===== src/rtl/dsw_pkg.sv =====
// Package: bit positions of the status word and per-drive latched state.
// Assumes a 16-bit word with the upper byte always zero.
package dsw_pkg;
    localparam int WORD_W  = 16;
    localparam int B_ID    = 7;
    localparam int B_NRDY  = 6;
    localparam int B_EOC   = 5;
    localparam int B_AER   = 4;
    localparam int B_FLG   = 3;
    localparam int B_BSY   = 2;
    localparam int B_DTE   = 1;
    localparam int B_ERR   = 0;

    typedef struct packed {
        logic eoc;
        logic aer;
        logic flg;
        logic bsy;
        logic dte;
    } drv_flags_t;
endpackage


===== src/rtl/dsw_event_route.sv =====
// Module: dsw_event_route
// Turns drive-tagged condition strobes into per-drive set/clear lines,
// detects overruns and write-protect faults, and registers the abort pulse.
// Assumes strobes are one cycle wide and indices are in range.
module dsw_event_route #(
    parameter int NUM_DRIVES = 2,
    parameter int DRV_W      = 1
) (
    input  logic                  clk,
    input  logic                  rst_n,
    input  logic [NUM_DRIVES-1:0] wprot,
    input  logic [DRV_W-1:0]      ev_drive,
    input  logic                  ev_seek_start,
    input  logic                  ev_seek_done,
    input  logic                  ev_addr_err,
    input  logic                  ev_end_cyl,
    input  logic                  ev_write_try,
    input  logic                  ctl_busy,
    input  logic                  ctl_xfer,
    input  logic [DRV_W-1:0]      ctl_drive,
    input  logic                  dch_stc,
    output logic [NUM_DRIVES-1:0] set_go,
    output logic [NUM_DRIVES-1:0] set_end,
    output logic [NUM_DRIVES-1:0] set_aer,
    output logic [NUM_DRIVES-1:0] set_eoc,
    output logic [NUM_DRIVES-1:0] set_flg,
    output logic [NUM_DRIVES-1:0] set_dte,
    output logic                  write_abort
);
    logic overrun;
    logic prot_hit;

    // Overrun: set-control arrives while busy but outside the transfer phase.
    assign overrun  = dch_stc && ctl_busy && !ctl_xfer;
    // Write attempt meets a protected drive.
    assign prot_hit = ev_write_try && wprot[ev_drive];

    for (genvar i = 0; i < NUM_DRIVES; i++) begin : g_drv
        logic ev_hit;
        logic ctl_hit;
        // Decode which drive each strobe family addresses.
        assign ev_hit     = (ev_drive == DRV_W'(i));
        assign ctl_hit    = (ctl_drive == DRV_W'(i));
        assign set_go[i]  = ev_seek_start && ev_hit;
        assign set_end[i] = ev_seek_done && ev_hit;
        assign set_aer[i] = ev_addr_err && ev_hit;
        assign set_eoc[i] = ev_end_cyl && ev_hit;
        assign set_flg[i] = ev_write_try && ev_hit && wprot[i];
        assign set_dte[i] = overrun && ctl_hit;
    end

    // Register the transfer-abort pulse.
    always_ff @(posedge clk) begin
        if (!rst_n) write_abort <= 1'b0;
        else        write_abort <= prot_hit;
    end

    p_abort_on_prot_r6: assert property (@(posedge clk) disable iff (!rst_n)
        (ev_write_try && wprot[ev_drive]) |=> write_abort);
    p_no_abort_unprot_r6: assert property (@(posedge clk) disable iff (!rst_n)
        !(ev_write_try && wprot[ev_drive]) |=> !write_abort);
endmodule


===== src/rtl/dsw_drive_flags.sv =====
// Module: dsw_drive_flags
// Latched condition bits of one drive. Set strobes win over a read clear;
// seek start wins over seek done. Busy survives reads.
module dsw_drive_flags
    import dsw_pkg::*;
(
    input  logic       clk,
    input  logic       rst_n,
    input  logic       set_go,
    input  logic       set_end,
    input  logic       set_aer,
    input  logic       set_eoc,
    input  logic       set_flg,
    input  logic       set_dte,
    input  logic       rd_clr,
    output drv_flags_t flags
);
    drv_flags_t nxt;

    // Next state: clear on read first, then apply events so they take priority.
    always_comb begin
        nxt = flags;
        if (rd_clr) begin
            nxt.eoc = 1'b0;
            nxt.aer = 1'b0;
            nxt.flg = 1'b0;
            nxt.dte = 1'b0;
        end
        if (set_end) nxt.bsy = 1'b0;
        if (set_go)  nxt.bsy = 1'b1;
        if (set_aer) nxt.aer = 1'b1;
        if (set_eoc) nxt.eoc = 1'b1;
        if (set_flg) nxt.flg = 1'b1;
        if (set_dte) nxt.dte = 1'b1;
    end

    // State register with synchronous reset.
    always_ff @(posedge clk) begin
        if (!rst_n) flags <= '0;
        else        flags <= nxt;
    end

    p_clear_on_read_r5: assert property (@(posedge clk) disable iff (!rst_n)
        (rd_clr && !set_aer && !set_eoc && !set_flg && !set_dte)
        |=> (!flags.aer && !flags.eoc && !flags.flg && !flags.dte));
    p_busy_kept_r5: assert property (@(posedge clk) disable iff (!rst_n)
        (rd_clr && !set_go && !set_end) |=> $stable(flags.bsy));
    p_event_wins_r9: assert property (@(posedge clk) disable iff (!rst_n)
        (rd_clr && set_aer) |=> flags.aer);
    p_start_wins_r10: assert property (@(posedge clk) disable iff (!rst_n)
        set_go |=> flags.bsy);
endmodule


===== src/rtl/dsw_word_build.sv =====
// Module: dsw_word_build
// Selects a drive, composes its status word (summary, identity, not-ready
// masking), registers it with a valid strobe and issues the read clear.
module dsw_word_build
    import dsw_pkg::*;
#(
    parameter int NUM_DRIVES = 2,
    parameter int DRV_W      = 1
) (
    input  logic                             clk,
    input  logic                             rst_n,
    input  drv_flags_t [NUM_DRIVES-1:0]      flags_all,
    input  logic [NUM_DRIVES-1:0]            heads_loaded,
    input  logic                             rd_req,
    input  logic [DRV_W-1:0]                 rd_drive,
    output logic [NUM_DRIVES-1:0]            rd_clr,
    output logic [WORD_W-1:0]                stat_word,
    output logic                             stat_valid
);
    drv_flags_t         sel;
    logic [WORD_W-1:0]  word_c;

    assign sel = flags_all[rd_drive];

    // Compose the word from the selected drive's stored state.
    always_comb begin
        word_c = '0;
        if (heads_loaded[rd_drive]) begin
            word_c[B_EOC] = sel.eoc;
            word_c[B_AER] = sel.aer;
            word_c[B_FLG] = sel.flg;
            word_c[B_BSY] = sel.bsy;
            word_c[B_DTE] = sel.dte;
        end else begin
            word_c[B_NRDY] = 1'b1;
        end
        word_c[B_ERR] = word_c[B_NRDY] | word_c[B_EOC] | word_c[B_AER]
                      | word_c[B_FLG] | word_c[B_DTE];
        word_c[B_ID]  = rd_drive[0];
    end

    for (genvar i = 0; i < NUM_DRIVES; i++) begin : g_clr
        // Clear strobe for the drive being read.
        assign rd_clr[i] = rd_req && (rd_drive == DRV_W'(i));
    end

    // Output register for word and valid strobe.
    always_ff @(posedge clk) begin
        if (!rst_n) begin
            stat_word  <= '0;
            stat_valid <= 1'b0;
        end else begin
            stat_valid <= rd_req;
            if (rd_req) stat_word <= word_c;
        end
    end

    p_valid_follows_r1: assert property (@(posedge clk) disable iff (!rst_n)
        rd_req |=> stat_valid);
    p_no_spurious_valid_r1: assert property (@(posedge clk) disable iff (!rst_n)
        !rd_req |=> !stat_valid);
    p_unloaded_only_nrdy_r3: assert property (@(posedge clk) disable iff (!rst_n)
        (rd_req && !heads_loaded[rd_drive])
        |=> (stat_word[B_NRDY] && stat_word[B_ERR] && stat_word[5:1] == 5'b0));
    p_identity_r4: assert property (@(posedge clk) disable iff (!rst_n)
        rd_req |=> (stat_word[B_ID] == $past(rd_drive[0])));
endmodule


===== src/rtl/disk_status_gen.sv =====
// Module: disk_status_gen (top)
// Per-drive status latching and status-word generation for a disk
// controller. Assumes condition strobes are single-cycle pulses.
module disk_status_gen
    import dsw_pkg::*;
#(
    parameter int NUM_DRIVES = 2,
    parameter int DRV_W      = (NUM_DRIVES > 1) ? $clog2(NUM_DRIVES) : 1
) (
    input  logic                  clk,
    input  logic                  rst_n,
    input  logic [NUM_DRIVES-1:0] heads_loaded,
    input  logic [NUM_DRIVES-1:0] wprot,
    input  logic [DRV_W-1:0]      ev_drive,
    input  logic                  ev_seek_start,
    input  logic                  ev_seek_done,
    input  logic                  ev_addr_err,
    input  logic                  ev_end_cyl,
    input  logic                  ev_write_try,
    input  logic                  ctl_busy,
    input  logic                  ctl_xfer,
    input  logic [DRV_W-1:0]      ctl_drive,
    input  logic                  dch_stc,
    input  logic                  rd_req,
    input  logic [DRV_W-1:0]      rd_drive,
    output logic [WORD_W-1:0]     stat_word,
    output logic                  stat_valid,
    output logic                  write_abort
);
    logic [NUM_DRIVES-1:0]       set_go, set_end, set_aer, set_eoc, set_flg, set_dte;
    logic [NUM_DRIVES-1:0]       rd_clr;
    drv_flags_t [NUM_DRIVES-1:0] flags_all;

    dsw_event_route #(.NUM_DRIVES(NUM_DRIVES), .DRV_W(DRV_W)) u_route (
        .clk(clk), .rst_n(rst_n), .wprot(wprot), .ev_drive(ev_drive),
        .ev_seek_start(ev_seek_start), .ev_seek_done(ev_seek_done),
        .ev_addr_err(ev_addr_err), .ev_end_cyl(ev_end_cyl),
        .ev_write_try(ev_write_try), .ctl_busy(ctl_busy), .ctl_xfer(ctl_xfer),
        .ctl_drive(ctl_drive), .dch_stc(dch_stc),
        .set_go(set_go), .set_end(set_end), .set_aer(set_aer),
        .set_eoc(set_eoc), .set_flg(set_flg), .set_dte(set_dte),
        .write_abort(write_abort)
    );

    for (genvar i = 0; i < NUM_DRIVES; i++) begin : g_flags
        dsw_drive_flags u_flags (
            .clk(clk), .rst_n(rst_n),
            .set_go(set_go[i]), .set_end(set_end[i]), .set_aer(set_aer[i]),
            .set_eoc(set_eoc[i]), .set_flg(set_flg[i]), .set_dte(set_dte[i]),
            .rd_clr(rd_clr[i]), .flags(flags_all[i])
        );
    end

    dsw_word_build #(.NUM_DRIVES(NUM_DRIVES), .DRV_W(DRV_W)) u_build (
        .clk(clk), .rst_n(rst_n), .flags_all(flags_all),
        .heads_loaded(heads_loaded), .rd_req(rd_req), .rd_drive(rd_drive),
        .rd_clr(rd_clr), .stat_word(stat_word), .stat_valid(stat_valid)
    );

    p_upper_zero_r1: assert property (@(posedge clk) disable iff (!rst_n)
        stat_valid |-> (stat_word[15:8] == 8'h00));
endmodule


===== config.mk =====
export PLATFORM = sky130hd
export DESIGN_NAME = disk_status_gen
export DESIGN_NICKNAME = d
export VERILOG_FILES = /design/src/rtl/dsw_pkg.sv /design/src/rtl/dsw_event_route.sv /design/src/rtl/dsw_drive_flags.sv /design/src/rtl/dsw_word_build.sv /design/src/rtl/disk_status_gen.sv
export SDC_FILE = /design/constraint.sdc
export NUM_CORES = 1
export LEC_CHECK = 0
export ABC_CLOCK_PERIOD_IN_PS = 1000
export BUFFER_PORTS_ARGS = -buffer_cell sky130_fd_sc_hd__buf_2
export CORE_UTILIZATION = 47
export DETAILED_ROUTE_END_ITERATION = 16
export GPL_TIMING_DRIVEN = 0
export HOLD_SLACK_MARGIN = 0.06
export PLACE_DENSITY = 0.77
export RECOVER_POWER = 100
export SETUP_SLACK_MARGIN = 0.5
export SLEW_MARGIN = 15
export SYNTH_ARGS = -nofsm -noshare
export SYNTH_HDL_FRONTEND = slang
export SYNTH_HIERARCHICAL = 1
export SYNTH_SLANG_ARGS = --single-unit

===== constraint.sdc =====
create_clock -name clk -period 1 [get_ports clk]
set_input_delay 0.1 -clock clk [delete_from_list [all_inputs] [get_ports clk]]
set_output_delay 0.1 -clock clk [all_outputs]
set_load 0.01 [all_outputs]

==> flow_summary.ini <==
[status]
status = complete, no violations

[timing]
fin_tns_setup_ps = 0
worstMarginPinSlew_ps = 704
skew_ps = 1.94
hold_viol = 0
rsz0062_at_grt = yes
max_freq_mhz = 1060
final-max-slew-violation-count = 0
min_period_ps = 945
fin_ws_ps = 55.4
fin_crit_sh_pct = 94.5
setup_viol = 0
slew_headroom_pct = 53.1

[run]
maxCapViolCount = 0

[clocking]
h-tree-depth = 1
cts_inserted_buffers = 3
cts.sinks = 20
cts.clk_slew.worst_paths_ps = 110
cts_tree = done
clock_latency_ps = 290
clock-root-buffer = clkbuf_4
clockBufferDepth = 2

[global_route]
overflow = 0
grt_usage_pct = 19.0
grt_start_max_net_pins = 19
antenna_found_initial = 0
grt_first_pass_wirelength_um = 2950
grt_pass1_vias = 709

[route]
drtIter0Drc = 8
drt-pass1-iter-count = 4
wl_per_cell_um = 11.3
drc = 0
vias = 811
avgViaCountPerCell = 4.74
drt-total-wl_um = 1940
ant_nets = 0

[logic_synthesis]
synth_area_um2 = 966
ys_seq_elements = 20
yosysSeqAreaShare_pct = 41.5
syn_avg_cell_area_um2 = 9.29
synthCells = 104
synth_warnings = 6
synth_cell_type_count = 27

[worst_setup_path]
critPathTopFamily = flip-flops
required_ps = 1200
crit_chain = nor4b_2, o22a_1, a21oi_2
worstSetupPathType = reg -> reg
max_stage_delay_ps = 360
cp-start-kind = flop
worstPathMaxFanout = 3
critPathSlowestCell = dfxtp_2
cp-end-kind = flop
crit_buf_inv = 0
crit_arrival_ps = 1140

[die]
die_area_mm2 = 0.00224
io_pins = 36
rows = 16
core_area_mm2 = 0.00194
start_util_pct = 49.7
die_w_um = 47.3
die_y_um = 47.3

[place]
dp_slack_ps = 12.3
gp_congestion = 0.696
io_buffer_count = 27
dpl.hpwl_um = 1360
placed_area_mm2 = 0.00119

[power_and_ir_drop]
max-vdd-ir-drop_uv = 891
p_leak_nw = 0.597
p_per_area_mw_per_mm2 = 1250

[final_layout]
drive_gt1_share_pct = 36.1
n_antenna_cell = 0
fillers = 190
final_nets = 163
regArea_um2 = 402
area_growth_pct = 34.3
final_area_mm2 = 0.00130
multi_input_area_um2 = 547

[min_path]
hold_class = in -> reg
[registers in the layout (all words and copies together) (netlist names)]
name,cells
u_build/stat_word,8
g_flags.u_flags/flags,10
u_build/stat_valid,1
u_route/write_abort,1
[metrics by stage]
stage	hold slack, ps	instances	power [mW]	util, %
4_1_cts	38.7	170	1.64	66.6
2_1_floorplan	217	111	1.06	-
3_3_place_gp	345	165	1.14	61.3
6_report	44.8	171	1.62	66.8
3_5_place_dp	369	165	1.15	61.3
5_1_grt	37.0	171	1.72	66.8
[worst register-to-register path, cell delays in order, from the launching register on]
cell and delay [ps]:
dfxtp_2 360, nor4b_2 250, o22a_1 200, a21oi_2 50
[cell usage after synthesis, drive strengths merged]
| cell type | n | area, um^2 |
|---|---|---|
| and3 | 1 | 6.26 |
| o21a | 11 | 82.6 |
| conb | 1 | 3.75 |
| nor2 | 2 | 7.51 |
| and2 | 7 | 43.8 |
| mux2 | 1 | 11.3 |
| and2b | 1 | 7.51 |
| o21ai | 4 | 20.0 |
| nor3b | 2 | 15.0 |
| mux2i | 5 | 50.1 |
| nor2b | 16 | 100 |
| o211ai | 2 | 15.0 |
| inv | 1 | 3.75 |
| nand3 | 2 | 10.0 |
| nand2 | 9 | 33.8 |
| a21oi | 1 | 8.76 |
| nor3 | 2 | 15.0 |
| nor4b | 1 | 8.76 |
| buf | 11 | 83.8 |
| o211a | 2 | 20.0 |
| dfxtp | 20 | 400 |
| o22a | 1 | 8.76 |
| nor4bb | 1 | 10.0 |
[placed cells by master, fill, tap and decap left out, types with 2 or more instances in the layout]
cell	n
o21ai_1	3
and2_1	5
mux2i_1	5
buf_4	9
nor2b_1	14
nand2_1	8
dfxtp_1	19
nor2b_4	2
buf_6	9
o21a_1	11
clkbuf_4	4
buf_2	16
o211ai_1	2
conb_1	8
o211a_1	2
clkbuf_1	5
nor2_1	2
nor3b_1	2
[layout make-up]
cell class,count,share of cell area [%]
inverter,1,0.289
multi-input combinational,79,42.1
buffer,11,7.23
timing repair buffer,29,14.0
clock buffer,4,2.80
tap,27,2.60
sequential,20,31.0
[path summary, 6_finish.rpt]
check	startpoint	cells after the start	slack (ps)	endpoint
worst min register to register	u_build/stat_word[3]$_SDFFE_PN0P_	2	480	u_build/stat_word[3]$_SDFFE_PN0P_
worst max register to register	g_flags[0].u_flags/flags[3]$_SDFFE_PN0P_	3	60	u_build/stat_word[0]$_SDFFE_PN0P_
worst max-delay path	g_flags[0].u_flags/flags[3]$_SDFFE_PN0P_	3	60	u_build/stat_word[0]$_SDFFE_PN0P_
worst min-delay path	ev_write_try	3	40	u_route/write_abort$_SDFF_PN0_
[timing repair]
item	4_1_cts	5_1_grt
pin swaps	1	2
setup endpoints to repair	28	28
buffers inserted	1	1
resized for setup	19	11
hold endpoints to repair	1	1
[power breakdown]
group / switching, mW / internal [mW]
combinational: 0.135 / 0.165
clock: 0.238 / 0.222
sequential: 0.0280 / 0.837
[routing by layer]
layer  part of all wire, %  vias to the layer above  track usage, %
met5                     0                        -               0
met4                  0.72                        0            10.3
met3                   3.0                        2            2.31
met2                    52                       16            32.3
met1                    44                      372            23.0
li1                      -                      421               -
[logic make-up after synthesis]
family / Yosys count / share of synthesized area (%)
buffers and inverters: 12 / 9.07
multiplexers: 6 / 6.35
AND/OR/NAND/NOR: 44 / 26.7
flip-flops: 20 / 41.5
other: 1 / 0.388
AO/OA/AOI/OAI: 21 / 16.1
Note: power is estimated with default switching activity, not from simulation.
